--- src/rtl/fb_pkg.sv ---
package fb_pkg;

  // Output path selection held in the top configuration bit.
  typedef enum logic {
    OUT_COMB = 1'b0,
    OUT_REG  = 1'b1
  } out_mode_e;

  // Bits per product-term field: a true and an inverted enable per literal,
  // plus one term enable.
  function automatic int term_field_bits(input int n_lit);
    return 2 * n_lit + 1;
  endfunction

  // Full configuration word: all term fields, side-input enables, mode bit.
  function automatic int cfg_word_bits(input int n_lit, input int n_pt, input int n_ext);
    return n_pt * term_field_bits(n_lit) + n_ext + 1;
  endfunction

endpackage

--- src/rtl/fb_cfg_chain.sv ---
module fb_cfg_chain #(
  parameter int W = 31
) (
  input  logic         clk,
  input  logic         rst_n,
  input  logic         shift_en,
  input  logic         shift_in,
  output logic [W-1:0] word_q
);

  logic [W-1:0] word_nxt;

  // Next state: shift toward the MSB while enabled, otherwise hold.
  always_comb begin
    if (shift_en) begin
      word_nxt = {word_q[W-2:0], shift_in};
    end else begin
      word_nxt = word_q;
    end
  end

  always_ff @(posedge clk or negedge rst_n) begin
    if (!rst_n) begin
      word_q <= '0;
    end else begin
      word_q <= word_nxt;
    end
  end

endmodule

--- src/rtl/fb_product_term.sv ---
module fb_product_term #(
  parameter int N_LIT = 3
) (
  input  logic [N_LIT-1:0]   lit,
  input  logic [2*N_LIT-1:0] sel,
  input  logic               term_en,
  output logic               term
);

  logic [N_LIT-1:0] lit_ok;

  // A literal position passes when every polarity it selects is satisfied.
  // Positions that select nothing pass, so an empty term is the AND identity.
  always_comb begin
    for (int i = 0; i < N_LIT; i++) begin
      lit_ok[i] = (!sel[2*i] || lit[i]) && (!sel[2*i+1] || !lit[i]);
    end
  end

  // A disabled term must not disturb the OR, so it drives 0.
  always_comb begin
    term = term_en && (&lit_ok);
  end

endmodule

--- src/rtl/fb_or_plane.sv ---
module fb_or_plane #(
  parameter int N_PT  = 4,
  parameter int N_EXT = 2
) (
  input  logic [N_PT-1:0]  terms,
  input  logic [N_EXT-1:0] ext_in,
  input  logic [N_EXT-1:0] ext_en,
  output logic             sop
);

  logic [N_EXT-1:0] ext_gated;

  always_comb begin
    ext_gated = ext_in & ext_en;
    sop       = (|terms) || (|ext_gated);
  end

endmodule

--- src/rtl/fb_out_stage.sv ---
module fb_out_stage
  import fb_pkg::*;
(
  input  logic      clk,
  input  logic      rst_n,
  input  logic      clr,
  input  logic      hold,
  input  out_mode_e mode,
  input  logic      sop,
  output logic      f_out
);

  logic ff_q;
  logic ff_nxt;
  logic ff_ce;

  // The flip-flop is frozen during configuration. Clear has priority over
  // the clock enable.
  always_comb begin
    ff_ce = !hold;
    if (clr) begin
      ff_nxt = 1'b0;
    end else if (ff_ce) begin
      ff_nxt = sop;
    end else begin
      ff_nxt = ff_q;
    end
  end

  always_ff @(posedge clk or negedge rst_n) begin
    if (!rst_n) begin
      ff_q <= 1'b0;
    end else begin
      ff_q <= ff_nxt;
    end
  end

  // Mode multiplexer, then the force to 0 during configuration.
  always_comb begin
    if (hold) begin
      f_out = 1'b0;
    end else if (mode == OUT_REG) begin
      f_out = ff_q;
    end else begin
      f_out = sop;
    end
  end

endmodule

--- src/rtl/fb_sop_cell.sv ---
module fb_sop_cell
  import fb_pkg::*;
#(
  parameter int N_LIT = 3,
  parameter int N_PT  = 4,
  parameter int N_EXT = 2
) (
  input  logic             clk,
  input  logic             rst_n,
  input  logic             cfg_en,
  input  logic             cfg_data,
  input  logic [N_LIT-1:0] lit_in,
  input  logic [N_EXT-1:0] ext_in,
  input  logic             ff_clr,
  output logic             f_out
);

  localparam int PT_W   = term_field_bits(N_LIT);
  localparam int CFG_W  = cfg_word_bits(N_LIT, N_PT, N_EXT);
  localparam int EXT_LO = N_PT * PT_W;
  localparam int MODE_B = CFG_W - 1;

  logic [CFG_W-1:0] cfg_q;
  logic [N_PT-1:0]  terms;
  logic [N_EXT-1:0] ext_en;
  logic             sop;
  out_mode_e        mode;

  fb_cfg_chain #(.W(CFG_W)) u_chain (
    .clk      (clk),
    .rst_n    (rst_n),
    .shift_en (cfg_en),
    .shift_in (cfg_data),
    .word_q   (cfg_q)
  );

  // One product term per field: literal selects first, then the term enable
  // in the field's top bit.
  for (genvar k = 0; k < N_PT; k++) begin : g_term
    fb_product_term #(.N_LIT(N_LIT)) u_term (
      .lit     (lit_in),
      .sel     (cfg_q[k*PT_W +: 2*N_LIT]),
      .term_en (cfg_q[k*PT_W + PT_W - 1]),
      .term    (terms[k])
    );
  end

  always_comb begin
    ext_en = cfg_q[EXT_LO +: N_EXT];
    mode   = out_mode_e'(cfg_q[MODE_B]);
  end

  fb_or_plane #(.N_PT(N_PT), .N_EXT(N_EXT)) u_or (
    .terms  (terms),
    .ext_in (ext_in),
    .ext_en (ext_en),
    .sop    (sop)
  );

  fb_out_stage u_out (
    .clk   (clk),
    .rst_n (rst_n),
    .clr   (ff_clr),
    .hold  (cfg_en),
    .mode  (mode),
    .sop   (sop),
    .f_out (f_out)
  );

endmodule

--- config.mk ---
export PLATFORM = sky130hd
export DESIGN_NAME = fb_sop_cell
export DESIGN_NICKNAME = d
export VERILOG_FILES = /design/src/rtl/fb_pkg.sv /design/src/rtl/fb_cfg_chain.sv /design/src/rtl/fb_product_term.sv /design/src/rtl/fb_or_plane.sv /design/src/rtl/fb_out_stage.sv /design/src/rtl/fb_sop_cell.sv
export SDC_FILE = /design/constraint.sdc
export NUM_CORES = 1
export LEC_CHECK = 0
export ABC_CLOCK_PERIOD_IN_PS = 1830
export BUFFER_PORTS_ARGS = -buffer_cell sky130_fd_sc_hd__buf_2
export CAP_MARGIN = 20
export CORE_MARGIN = 4
export CORE_UTILIZATION = 62
export CTS_CLUSTER_SIZE = 28
export DETAILED_ROUTE_END_ITERATION = 8
export HOLD_SLACK_MARGIN = 0.12
export PLACE_DENSITY = 0.82
export SLEW_MARGIN = 20
export SYNTH_ARGS = -nofsm -noshare
export SYNTH_HDL_FRONTEND = slang
export SYNTH_HIERARCHICAL = 1
export SYNTH_SLANG_ARGS = --single-unit
export TNS_END_PERCENT = 100
--- constraint.sdc ---
create_clock -name clk -period 1.83 [get_ports clk]
set_input_delay 0.0915 -clock clk [delete_from_list [all_inputs] [get_ports clk]]
set_output_delay 0.0915 -clock clk [all_outputs]
set_load 0.02 [all_outputs]
# --- Yosys cells after proc, flatten, opt, wreduce, memory -nomap -nowiden ---
# Cells that the tools add are included.
classes:
  eq_ne: 1
  mux: 4
  n_bitwise: 1
  n_reduce_logical: 74
ops:
  columns: ["cell", "n"]
  rows:
  - ["$logic_not A1 Y1", 27]
  - ["$logic_or A1 B1 Y1", 25]
  - ["$logic_and A1 B1 Y1", 16]
  - ["$reduce_and A3 Y1", 4]
  - ["$mux W1", 4]
  - ["$reduce_or A4 Y1", 1]
  - ["$and A2 B2 Y2", 1]
  - ["$ne A2 B1 Y1 const B", 1]
  - ["$reduce_or A2 Y1", 1]
word_totals:
  reg_bits: 32
  in_bits: 10
  output_inout_bits: 1
  wordCells: 82

# --- Longest topological paths before layout ---
depth:
  word_depth: 9
  mapped_depth: 6
  mapped_depth_nobuf: 6

# --- Hierarchy ---
# The synthesis kept the hierarchy.
by_module_without_submodules:
  columns: ["mod", "n_inst", "cells_per_inst", "area_each_um2", "seq_area_each_um2"]
  rows:
  - ["fb_cfg_chain", 1, 65, 1158.6, 775.7]
  - ["fb_product_term", 4, 4, 38.8, 0.0]
  - ["fb_out_stage", 1, 5, 52.6, 25.0]
  - ["fb_or_plane", 1, 3, 23.8, 0.0]

# --- Worst setup path after synthesis ---
# OpenSTA, ideal clock, no wires.
synth_timing:
  path_kind: "reg2out"
  from: "register u_chain.word_q[12]"
  to: "output port f_out"
  arrival_time_ns: 1.145
  required_ns: 1.738
  setup_slack_ns: 0.594
  stages_incl_launch_ff: 7
  n_path_buf: 0
  cell_sequence: "dfrtp_1 > mux2i_1 > and4_1 > nor4_2 > nand2_1 > mux2i_1 > nor2_1"
synth_via:
  elab_chain_len: 9
synth_lines:
  columns: ["element", "line_no", "rtl"]
  rows:
  - ["start, declared", "fb_cfg_chain.sv:8", "output logic [W-1:0] word_q"]
  - ["start signal, assigned", "fb_cfg_chain.sv:26", "word_q <= word_nxt;"]
  - ["$logic_not A1 Y1", "fb_product_term.sv:16", "lit_ok[i] = (!sel[2*i] || lit[i]) && (!sel[2*i+1] || !lit[i]);"]
  - ["$logic_or A1 B1 Y1", "fb_product_term.sv:16", null]
  - ["$logic_and A1 B1 Y1", "fb_product_term.sv:16", null]
  - ["$reduce_and A3 Y1", "fb_product_term.sv:22", "term = term_en && (&lit_ok);"]
  - ["$logic_and A1 B1 Y1", "fb_product_term.sv:22", null]
  - ["named net terms[1]", "fb_sop_cell.sv:24", "logic [N_PT-1:0] terms;"]
  - ["$reduce_or A4 Y1", "fb_or_plane.sv:15", "sop = (|terms) || (|ext_gated);"]
  - ["$logic_or A1 B1 Y1", "fb_or_plane.sv:15", null]
  - ["named net sop", "fb_sop_cell.sv:26", "logic sop;"]
  - ["$mux W1", "fb_out_stage.sv:42", "end else if (mode == OUT_REG) begin"]
  - ["$mux W1", "fb_out_stage.sv:40", "if (hold) begin"]
  - ["end, declared", "fb_sop_cell.sv:15", "output logic f_out"]
# The timed path passes the listed nets, and every way through them passes these cells.

# --- Worst setup path in the final report ---
layout_timing:
  from: "register u_chain.word_q[8]"
  to: "output port f_out"
# Same word-level chain as after synthesis.

==> results.txt <==
----------------------------------------------------
[Pwr]
  Leak ... 0.000742 uW
  PnR Total Power ... 2160 uW
  Cell Pwr Density ... 1390 mW/mm^2
  Max rail drop VDD ... 0.836 mV

[Clocking]
  Clock transition at the register clock pins on the worst setup and hold paths after CTS ... 0.09 ns
  Clk buf depth ... 2
  Clock Latency Late Sink ... 0.32 ns
  Post_cts resized ... 0
  H-tree depth reported by CTS ... 2
  Clock buffers created by TritonCTS ... 5
  Clock root buffer master ... clkbuf_4
  TritonCTS clock tree ... done
  Clock tree sinks ... 32

[Run]
  Max-Cap Viols ... 0

[Logic synthesis]
  Ranking of synthesized cells by area ... dfrtp_1, mux2_2, mux2i_1
  Syn nets ... 99
  Number of synthesized flops with an enable pin ... 0
  Mapped cell area ... 0.00139 sq mm
  Number of distinct standard cells referenced by the synthesized netlist ... 9
  Register bit count reported by yosys ... 32
  List of most frequent post-synthesis cells ... dfrtp_1, mux2_2, mux2i_1
  Average footprint of a synthesized cell ... 15.6 sq um
  Ys async rst share ... 100%
  Share of synthesized area occupied by flip-flops and latches ... 57.6%
  Cell accounting for the most synthesized area ... dfrtp_1
  Ys flop type ... dfrtp_1
  Cells after Synth ... 89
  Warning count from the yosys run ... 6
  Cell with the most instances after synthesis ... dfrtp_1
  Fraction of post-synthesis cell area in the top cell type by area ... 57.6%

[Worst setup path]
  Number of buffer and inverter stages on the critical path ... 1
  Cell type with the highest occurrence count on the critical path ... mux2i_1
  Count of cells along the worst register-to-register path ... 6
  Endpoint type of the worst setup path ... primary output
  Largest incremental delay on the critical path ... 0.39 ns
  Critical register-to-register path startpoint ... u_chain/word_q[8]$_DFFE_PN0P_
  Setup crit start kind ... flip-flop
  Slowest CP cell ... dfrtp_1
  Start-to-end type of the worst setup path ... flip-flop to primary output
  Gate family responsible for the most delay along the worst path ... simple AND/OR/NAND/NOR gates
  Data required time of the critical path ... 1.74 ns
  FF-to-FF End ... u_out/ff_q$_DFFE_PN0P_
  CP Data Arrival Time ... 1.72 ns
  Crit path max fanout ... 3
  Worst reg2reg setup slack ... 0.54 ns
  Cell Chain, Critical Path ... mux2i_1, and4_1, nor4_2, nand2_1, mux2i_1, nor2_1, buf_2

[Floorplanning]
  Area inside the core boundary ... 0.00204 sq mm
  Die Span X ... 55.4 um
  Die ar. ... 0.00306 sq mm
  Number of top-level pins ... 11
  Die boundary height ... 55.4 um
  Effective utilization at floorplan ... 68.1%
  Total number of placement rows ... 16

[Final layout]
  Synth-to-layout area growth ... 11.8%
  Nets@finish ... 119
  Final cell area excluding filler cells ... 0.00155 sq mm
  Layout cell share with drive strength beyond 1 ... 48.2%
  Final standard cell count with taps included and fillers excluded ... 137
  Antenna diodes ... 0

[Placed design]
  Dpl cells ... 123
  Standard cell area after detailed placement ... 0.00144 sq mm
  Port buffer count ... 10
  Half-perimeter wire length after detailed placement ... 1430 um
  Final weighted congestion in routability-driven placement ... 0.655

[Timing]
  Fmax achieved ... 0.551 GHz
  Normalized max-slew margin ... 53.9%
  Post-route clock period utilization ... 99.2%
  Slew at the pin closest to its max-slew limit ... 0.691 ns
  RSZ-0062 raised after global routing ... true
  Setup Viol. Count Final ... 0
  Final hold violations ... 0
  Clock Skews ... 0.00484 ns
  Post-layout minimum cycle time ... 1.82 ns
  Max-slew violations ... 0

[Global route]
  Global route overflow ... 0
  Wire length of the first global-routing pass ... 3770 um
  Total routing usage reported by global routing ... 15.8%
  Antenna violations before repair ... 0
  Number of global-route vias before repair ... 818
  Pin count of the biggest net entering global routing ... 34

[Routing]
  Remaining design rule violation count ... 0
  Residual antenna-violating net count after detailed routing ... 0
  Vias/cell ... 5.56
  Via Count ... 762
  Total wire length after detailed routing ... 2130 um
  DRT Pass-1 Iters ... 2
  Initial drt markers ... 8
  Routed wirelength normalized by instance count ... 15.5 um

[Hold path]
  Hold-critical path depth ... 5
  Hold path startpoint ... ext_in[1]
  Worst-case hold path end point ... u_out/ff_q$_DFFE_PN0P_
  Path class of the lowest-slack min-delay path ... input port to flip-flop

[Status]
  Status ... complete, no violations

----------------------------------------------------
-- routing by layer --
| layer | part of all wire, % | global-route usage, % |
|---|---|---|
| met5 | 0 | 0 |
| met1 | 46 | 22.3 |
| met4 | 1.2 | 6.25 |
| met3 | 3.5 | 4.43 |
| met2 | 49 | 23.0 |
-- state kept, by name, indices dropped and copies added (netlist names) --
| name | count |
|---|---|
| u_chain/word_q | 31 |
| u_out/ff_q | 1 |
-- where the power goes --
part / switching, uW / internal [uW] / leakage, uW
registers: 191 / 988 / 0.000397
clock network: 227 / 183 / 0.0000380
logic: 211 / 357 / 0.000307
-- logic make-up after synthesis --
family                 count (synthesis)  synth area share, %
buffers and inverters                  3                 2.43
AOI/OAI and AO/OA                      1                0.540
and+or+nand+nor                        8                 4.23
DFF                                   32                 57.6
muxes                                 45                 35.2
-- cell usage in the layout, fill, tap and decap left out --
cell type      netlist  final
and4_1               4      4
dlygate4sd3_1        0      3
clkbuf_4             0      5
buf_2                0     10
nand2_1              1      1
clkinv_2             0      2
dfrtp_1             32     32
a22oi_1              1      1
buf_4                0      3
nor2_1               2      2
mux2_2              31     31
mux2i_1             14     14
nor4_2               1      1
clkbuf_8             0      1
-- how the worst max path moves through the flow --
stage | endpoint | start | cells past startpoint
2_1_floorplan | f_out | u_chain/word_q[12]$_DFFE_PN0P_ | 6
3_3_place_gp | f_out | u_chain/word_q[12]$_DFFE_PN0P_ | 7
3_5_place_dp | f_out | u_chain/word_q[12]$_DFFE_PN0P_ | 7
4_1_cts | f_out | u_chain/word_q[8]$_DFFE_PN0P_ | 7
5_1_grt | f_out | u_chain/word_q[8]$_DFFE_PN0P_ | 7
6_report | f_out | u_chain/word_q[8]$_DFFE_PN0P_ | 7
-- layout make-up --
class,instances,area [sq um]
flip-flops and latches,32,801
multi-input cells,54,556
fillers,143,488
repair buffers,16,103
clock buffers,6,51.3
well taps,27,33.8
clock inverters,2,10.0
-- stage by stage --
stage	util, %	hold WS, ns	TNS [ns]	worst slack, ns
after floorplan	-	-0.204	0	0.594
after global placement	70.5	0.160	0	0.402
after detailed placement	70.5	0.167	0	0.340
after CTS	75.7	0.182	0	0.000774
after global routing	76.1	0.231	-0.105	-0.105
final	76.1	0.170	0	0.0149
-- worst min-delay path: stages --
cell and delay [ns]:
buf_2 0.08, a22oi_1 0.06, nand2_1 0.08, mux2i_1 0.07, nor2_1 0.08
-- what timing repair did --
item                                    4_1_cts  5_1_grt
pin swaps                                     0        0
setup buffers                                 2        1
endpoints found under the setup margin        1        1
endpoints found under the hold margin        34        0
hold buffers                                  3        0
Note: power is estimated with default switching activity, not from simulation.
